`config.mk`:
```
export PLATFORM = sky130hd
export DESIGN_NAME = sms_tx_master
export DESIGN_NICKNAME = d
export VERILOG_FILES = /design/src/rtl/sms_pkg.sv /design/src/rtl/sms_baud.sv /design/src/rtl/sms_hold.sv /design/src/rtl/sms_shift.sv /design/src/rtl/sms_tx_master.sv
export SDC_FILE = /design/constraint.sdc
export NUM_CORES = 1
export LEC_CHECK = 0
export ABC_AREA = 1
export BUFFER_PORTS_ARGS = -buffer_cell sky130_fd_sc_hd__buf_2
export CORE_ASPECT_RATIO = 1.1
export CORE_UTILIZATION = 35
export CTS_BUF_LIST = sky130_fd_sc_hd__clkbuf_8
export DETAILED_ROUTE_END_ITERATION = 16
export PLACE_DENSITY = 0.57
export SLEW_MARGIN = 5
export SYNTH_ARGS = -nofsm -noshare
export SYNTH_HDL_FRONTEND = slang
export SYNTH_SLANG_ARGS = --single-unit
```
`constraint.sdc`:
```
create_clock -name clk -period 1.83 [get_ports clk]
set_clock_uncertainty 0.2 [all_clocks]
set_input_delay 0.2745 -clock clk [delete_from_list [all_inputs] [get_ports clk]]
set_output_delay 0.2745 -clock clk [all_outputs]
set_load 0.05 [all_outputs]
```
`src/rtl/sms_pkg.sv`:
```
package sms_pkg;

  // half-period of the current bit: clock away from idle, then back at idle
  typedef enum logic {
    PH_LEAD  = 1'b0,
    PH_TRAIL = 1'b1
  } sms_phase_t;

endpackage

```
`src/rtl/sms_baud.sv`:
```
module sms_baud #(
  parameter int DIV_W = 8
) (
  input  logic             clk,
  input  logic             rst,
  input  logic             run,
  input  logic [DIV_W-1:0] div,
  output logic             tick
);

  logic [DIV_W-1:0] cnt;
  logic             wrap;

  assign wrap = (cnt >= div);
  assign tick = run && wrap;

  always_ff @(posedge clk) begin
    if (rst || !run) begin
      cnt <= '0;
    end else if (wrap) begin
      cnt <= '0;
    end else begin
      cnt <= cnt + 1'b1;
    end
  end


  cnt_bound_chk: assert property (@(posedge clk) disable iff (rst)
    run && $past(run) && $stable(div) |-> cnt <= div);


  cnt_idle_chk: assert property (@(posedge clk) disable iff (rst)
    !run |=> cnt == '0);

endmodule

```
`src/rtl/sms_hold.sv`:
```
module sms_hold #(
  parameter int DATA_W = 8
) (
  input  logic              clk,
  input  logic              rst,
  input  logic              en,
  input  logic              wr_en,
  input  logic [DATA_W-1:0] wr_data,
  input  logic              take,
  output logic              full,
  output logic [DATA_W-1:0] data
);

  logic accept;

  assign accept = en && wr_en && !full;

  always_ff @(posedge clk) begin
    if (rst) begin
      full <= 1'b0;
    end else if (!en) begin
      full <= 1'b0;
    end else if (take) begin
      full <= 1'b0;
    end else if (accept) begin
      full <= 1'b1;
    end
  end

  // data register without reset so it maps onto plain flops
  always_ff @(posedge clk) begin
    if (accept) begin
      data <= wr_data;
    end
  end


  hold_keep_chk: assert property (@(posedge clk) disable iff (rst)
    full && en && !take |=> full && $stable(data));


  empty_sticky_chk: assert property (@(posedge clk) disable iff (rst)
    !full && !(en && wr_en) |=> !full);

endmodule

```
`src/rtl/sms_shift.sv`:
```
module sms_shift
  import sms_pkg::*;
#(
  parameter int DATA_W = 8
) (
  input  logic              clk,
  input  logic              rst,
  input  logic              en,
  input  logic              pol,
  input  logic              nine_en,
  input  logic              bit9,
  input  logic              tick,
  input  logic              hold_full,
  input  logic [DATA_W-1:0] hold_data,
  output logic              take,
  output logic              active,
  output logic              sck,
  output logic              sdo
);

  localparam int FRAME_W = DATA_W + 1;
  localparam int IDX_W   = $clog2(FRAME_W);

  logic [FRAME_W-1:0] shreg;
  logic [IDX_W-1:0]   idx;
  logic [IDX_W-1:0]   idx_nx;
  logic [IDX_W-1:0]   last_idx;
  sms_phase_t         phase;
  logic               last_done;

  assign idx_nx    = idx + 1'b1;
  assign last_done = active && tick && (phase == PH_TRAIL) && (idx == last_idx);
  assign take      = en && hold_full && (!active || last_done);

  always_ff @(posedge clk) begin
    if (rst) begin
      active   <= 1'b0;
      sck      <= pol;
      sdo      <= 1'b0;
      phase    <= PH_LEAD;
      idx      <= '0;
      last_idx <= '0;
      shreg    <= '0;
    end else if (!en) begin
      active <= 1'b0;
      sck    <= pol;
      sdo    <= 1'b0;
      phase  <= PH_LEAD;
      idx    <= '0;
    end else if (take) begin
      active   <= 1'b1;
      shreg    <= {bit9, hold_data};
      sdo      <= hold_data[0];
      sck      <= ~pol;
      phase    <= PH_LEAD;
      idx      <= '0;
      last_idx <= nine_en ? IDX_W'(DATA_W) : IDX_W'(DATA_W - 1);
    end else if (last_done) begin
      active <= 1'b0;
      sck    <= pol;
      sdo    <= 1'b0;
      phase  <= PH_LEAD;
      idx    <= '0;
    end else if (active && tick) begin
      if (phase == PH_LEAD) begin
        sck   <= pol;
        phase <= PH_TRAIL;
      end else begin
        idx   <= idx_nx;
        sdo   <= shreg[idx_nx];
        sck   <= ~pol;
        phase <= PH_LEAD;
      end
    end else if (!active) begin
      sck <= pol;
    end
  end


  sdo_hold_chk: assert property (@(posedge clk) disable iff (rst)
    active && en && tick && (phase == PH_LEAD) |=> $stable(sdo) && (sck == $past(pol)));


  sck_quiet_chk: assert property (@(posedge clk) disable iff (rst)
    active && en && !tick |=> $stable(sck) && $stable(sdo));


  load_gate_chk: assert property (@(posedge clk) disable iff (rst)
    take |-> !active || (tick && phase == PH_TRAIL));


  idle_level_chk: assert property (@(posedge clk) disable iff (rst)
    !active && !take |=> sck == $past(pol));

endmodule

```
`src/rtl/sms_tx_master.sv`:
```
module sms_tx_master #(
  parameter int DATA_W = 8,
  parameter int DIV_W  = 8
) (
  input  logic              clk,
  input  logic              rst,
  input  logic              en,
  input  logic              pol,
  input  logic              nine_en,
  input  logic              bit9,
  input  logic [DIV_W-1:0]  div,
  input  logic              wr_en,
  input  logic [DATA_W-1:0] wr_data,
  output logic              sck,
  output logic              sdo,
  output logic              rx_inhibit,
  output logic              hold_empty,
  output logic              shift_empty
);

  logic              full;
  logic [DATA_W-1:0] hold_data;
  logic              take;
  logic              active;
  logic              tick;

  sms_hold #(.DATA_W(DATA_W)) u_hold (
    .clk     (clk),
    .rst     (rst),
    .en      (en),
    .wr_en   (wr_en),
    .wr_data (wr_data),
    .take    (take),
    .full    (full),
    .data    (hold_data)
  );

  sms_baud #(.DIV_W(DIV_W)) u_baud (
    .clk  (clk),
    .rst  (rst),
    .run  (active),
    .div  (div),
    .tick (tick)
  );

  sms_shift #(.DATA_W(DATA_W)) u_shift (
    .clk       (clk),
    .rst       (rst),
    .en        (en),
    .pol       (pol),
    .nine_en   (nine_en),
    .bit9      (bit9),
    .tick      (tick),
    .hold_full (full),
    .hold_data (hold_data),
    .take      (take),
    .active    (active),
    .sck       (sck),
    .sdo       (sdo)
  );

  assign hold_empty  = ~full;
  assign shift_empty = ~active;
  assign rx_inhibit  = active | full;


  flush_chk: assert property (@(posedge clk) disable iff (rst)
    !en |=> hold_empty && shift_empty && !rx_inhibit && (sck == $past(pol)));


  move_chk: assert property (@(posedge clk) disable iff (rst)
    en && !hold_empty && shift_empty |=> hold_empty && !shift_empty);

endmodule

```
==> metrics.txt <==
outcome=finished with violations; failing checks=negative setup slack; CTS tree=done; Post-Synth Simple-Gate Area=around 27%; FILL cells=roughly 430; clock tree root driver cell=clkbuf_8; n_diodes=0; cells along the critical path=ha_4, nand2_4, nor2_4, nand4_1, nand3_2, nand3_2, nand2_4, nand2_4, nand2_2, nand2_1, nand2_1, nand2_1; Setup TNS=-412 ps; vias in the first global route=roughly 1,500; Syn Inst Count=218; detailed placer's ending HPWL=2.65 mm; Ys Warns=0; crit share post-route=106%; P&R area growth vs syn=39.6%; core area=around 4700 um^2; critical path arrival=1780 ps; DRT iter0 DRCs=53; Crit Path Max Fanout=5; Hold Fails Final Rpt=0; Avg Cell Area, Syn=8.06 um^2; vias=1,532; die boundary height=approximately 76 um; Slowest Stage Delay on Critical Path=340 ps; Static Leak=~1.0 nW; max-slew violation count=0; largest net degree at the start of global routing=13; placed cells=~310; register area share after synthesis=46.2%; first-pass GRT wire length=about 6.5 mm; worst hold path type=input pin to flop; WL/cell=roughly 12 um; GPL Wtd Cong=0.783; CP endpoint kind=flop; Initial Util=a little under two fifths; fin nets=307; Top Family by Delay on Critical Path=simple AND/OR/NAND/NOR gates; number of port buffers=27; CTS Sinks=36; initial antenna violation count=0; post-synthesis adder-cell area fraction=roughly 7.1%; setup ws final=-104 ps; Synth cell types=23; number of cells on the critical path=12; die area=around 5300 um^2; worst reg2reg path endpoint=u_shift.sck; power per cell area=about 690 nW/um^2; fin util=51.6%; pre-CTS setup slack=-217 ps; largest family of logic cells by synthesized area=simple AND/OR/NAND/NOR gates; TritonCTS Buffers=5; Design Area, Final=between 2000 and 2500 um^2; total of max-cap violations=0; gr usage total=between 10% and 20%; fraction of layout cells with a size suffix above 1=between 30% and 40%; Reg clk slew, reported paths=80 ps; CP Launch Point=u_baud.cnt[4]; Worst EP required=approximately 1700 ps; row count=26; min Tclk post-route=approximately 1900 ps; Crit Path Category=flop to flop; FF-to-FF Start=u_baud.cnt[4]; register-to-register path setup slack=-100 ps; RSZ-0062 raised after global routing=yes; Post-Synth XOR/XNOR Area=around 3%; deepest clock path buffer count=2; Compound-Gate Fraction of Synth Area=under 10%; Worst slew margin=roughly 77%; Post-route DRC=0; Slew @ Worst Pin=between 300 and 400 ps; Detail Route Antenna Nets=0; worst vdd ir=around 0.5 mV; Die Wd=roughly 70 um; Max Freq=0.517 GHz; I/O pin total=28; final WL=a little under 4 mm; CP Buf/Inv Count=0; mux cell area share after synthesis=0%; Mapped Area=1760 um^2; CTS H-tree depth=2; grt ovf=0; most frequent cells in the layout=nand2_1 (38), inv_1 (27), buf_2 (27), nand3_1 (21), a21oi_1 (20); Critical Path Source Type=flop; post-synthesis register bit count=36; CP max-delay cell=dfxtp_2; commonest non-fill, non-tap cell in the layout=nand2_1; Worst setup endpoint=u_shift.sck; area post-placement=2050 um^2; Reg2Reg Depth=12; Final setup violation count=15; First-pass DRT Iterations=4; syn nets=251; Post-Layout Cell Count=between 300 and 400; Vias/cell=between 4 and 5; clk_lat worst skew=between 200 and 300 ps
-- cell usage after synthesis, drive strengths merged --
master  count  area (um^2)
nand3      25          135
ha         10          125
xnor2       3         26.3
xor2        3         26.3
nand3b      1         7.51
clkbuf      1         3.75
nor2       15         66.3
nor3b       1         7.51
inv        29          109
dfxtp      27          541
edfxtp      9          270
nor3        4         20.0
buf         4         45.0
nand2      57          219
a21o        1         7.51
nand4       3         18.8
o21ai       2         10.0
a21oi      23          119
-- registers in the layout (all words and copies together) (netlist names) --
signal and cells:
u_shift.shreg 9, u_baud.cnt 8, u_hold.data 8, u_shift.idx 4
u_shift.last_idx 2, u_hold.full 1, u_shift.active 1, u_shift.phase 1
u_shift.sck 1, u_shift.sdo 1
-- routing by layer --
metal,vias to the layer above,global-route usage [%],part of all wire (%)
met5,-,0,0
met4,0,5.10,0.70
met3,2,2.91,3.4
met2,28,24.9,49
met1,683,19.5,47
li1,819,-,-
-- worst reg2reg max path: stages (launching register included) --
cell and delay [ps]:
dfxtp_2 340, ha_4 270, nand2_4 50, nor2_4 100
nand4_1 100, nand3_2 120, nand3_2 100, nand2_4 100
nand2_4 80, nand2_2 80, nand2_1 50, nand2_1 60
nand2_1 40
-- logic make-up (layout without fill, tap and decap cells) --
logic type      Yosys count  after routing
flops                    36             36
buf+inv                  34             91
compound gates           26             26
xor+xnor                  6              6
simple gates            106            106
fa+ha+maj                10             10
-- report_power, final --
| part | leakage, nW | internal, mW | switching (mW) |
|---|---|---|---|
| combinational | 0.679 | 0.0704 | 0.0882 |
| sequential | 0.308 | 0.831 | 0.00812 |
| clock | 0.0541 | 0.403 | 0.288 |
| total | 1.04 | 1.30 | 0.385 |
-- how the worst min path moves through the flow --
stage / start / end / depth (start not counted)
5_1_grt: bit9 / u_shift.shreg[8] / 3
6_report: bit9 / u_shift.shreg[8] / 3
3_3_place_gp: u_shift.shreg[1] / u_shift.shreg[1] / 2
4_1_cts: bit9 / u_shift.shreg[8] / 3
2_1_floorplan: wr_data[0] / u_hold.data[0] / 0
3_5_place_dp: wr_data[1] / u_hold.data[1] / 1
-- layout make-up --
type,count,area [um^2],share of cell area [%]
repair buffers,54,378,15.4
well taps,56,70.1,2.86
inverters,29,109,4.44
flip-flops and latches,36,823,33.6
clock buffers,5,68.8,2.81
multi-input cells,148,961,39.2
clock inverters,3,42.5,1.73
-- repair_timing --
action / CTS / global route
setup endpoints to repair: 27 / 29
hold buffers: 8 / 0
cloned: 1 / 0
setup buffers: 2 / 0
resized for setup: 29 / 20
hold endpoints to repair: 8 / 0
pin swaps: 7 / 11
-- metrics by stage --
stage               total power [mW]  hold slack, ps
detailed placement             0.979             253
CTS                             1.69            50.7
finish                          1.69            61.8
global route                    1.75            64.8
global placement               0.977             251
floorplan                      0.930             173
Power figures use the tool's default switching activity.
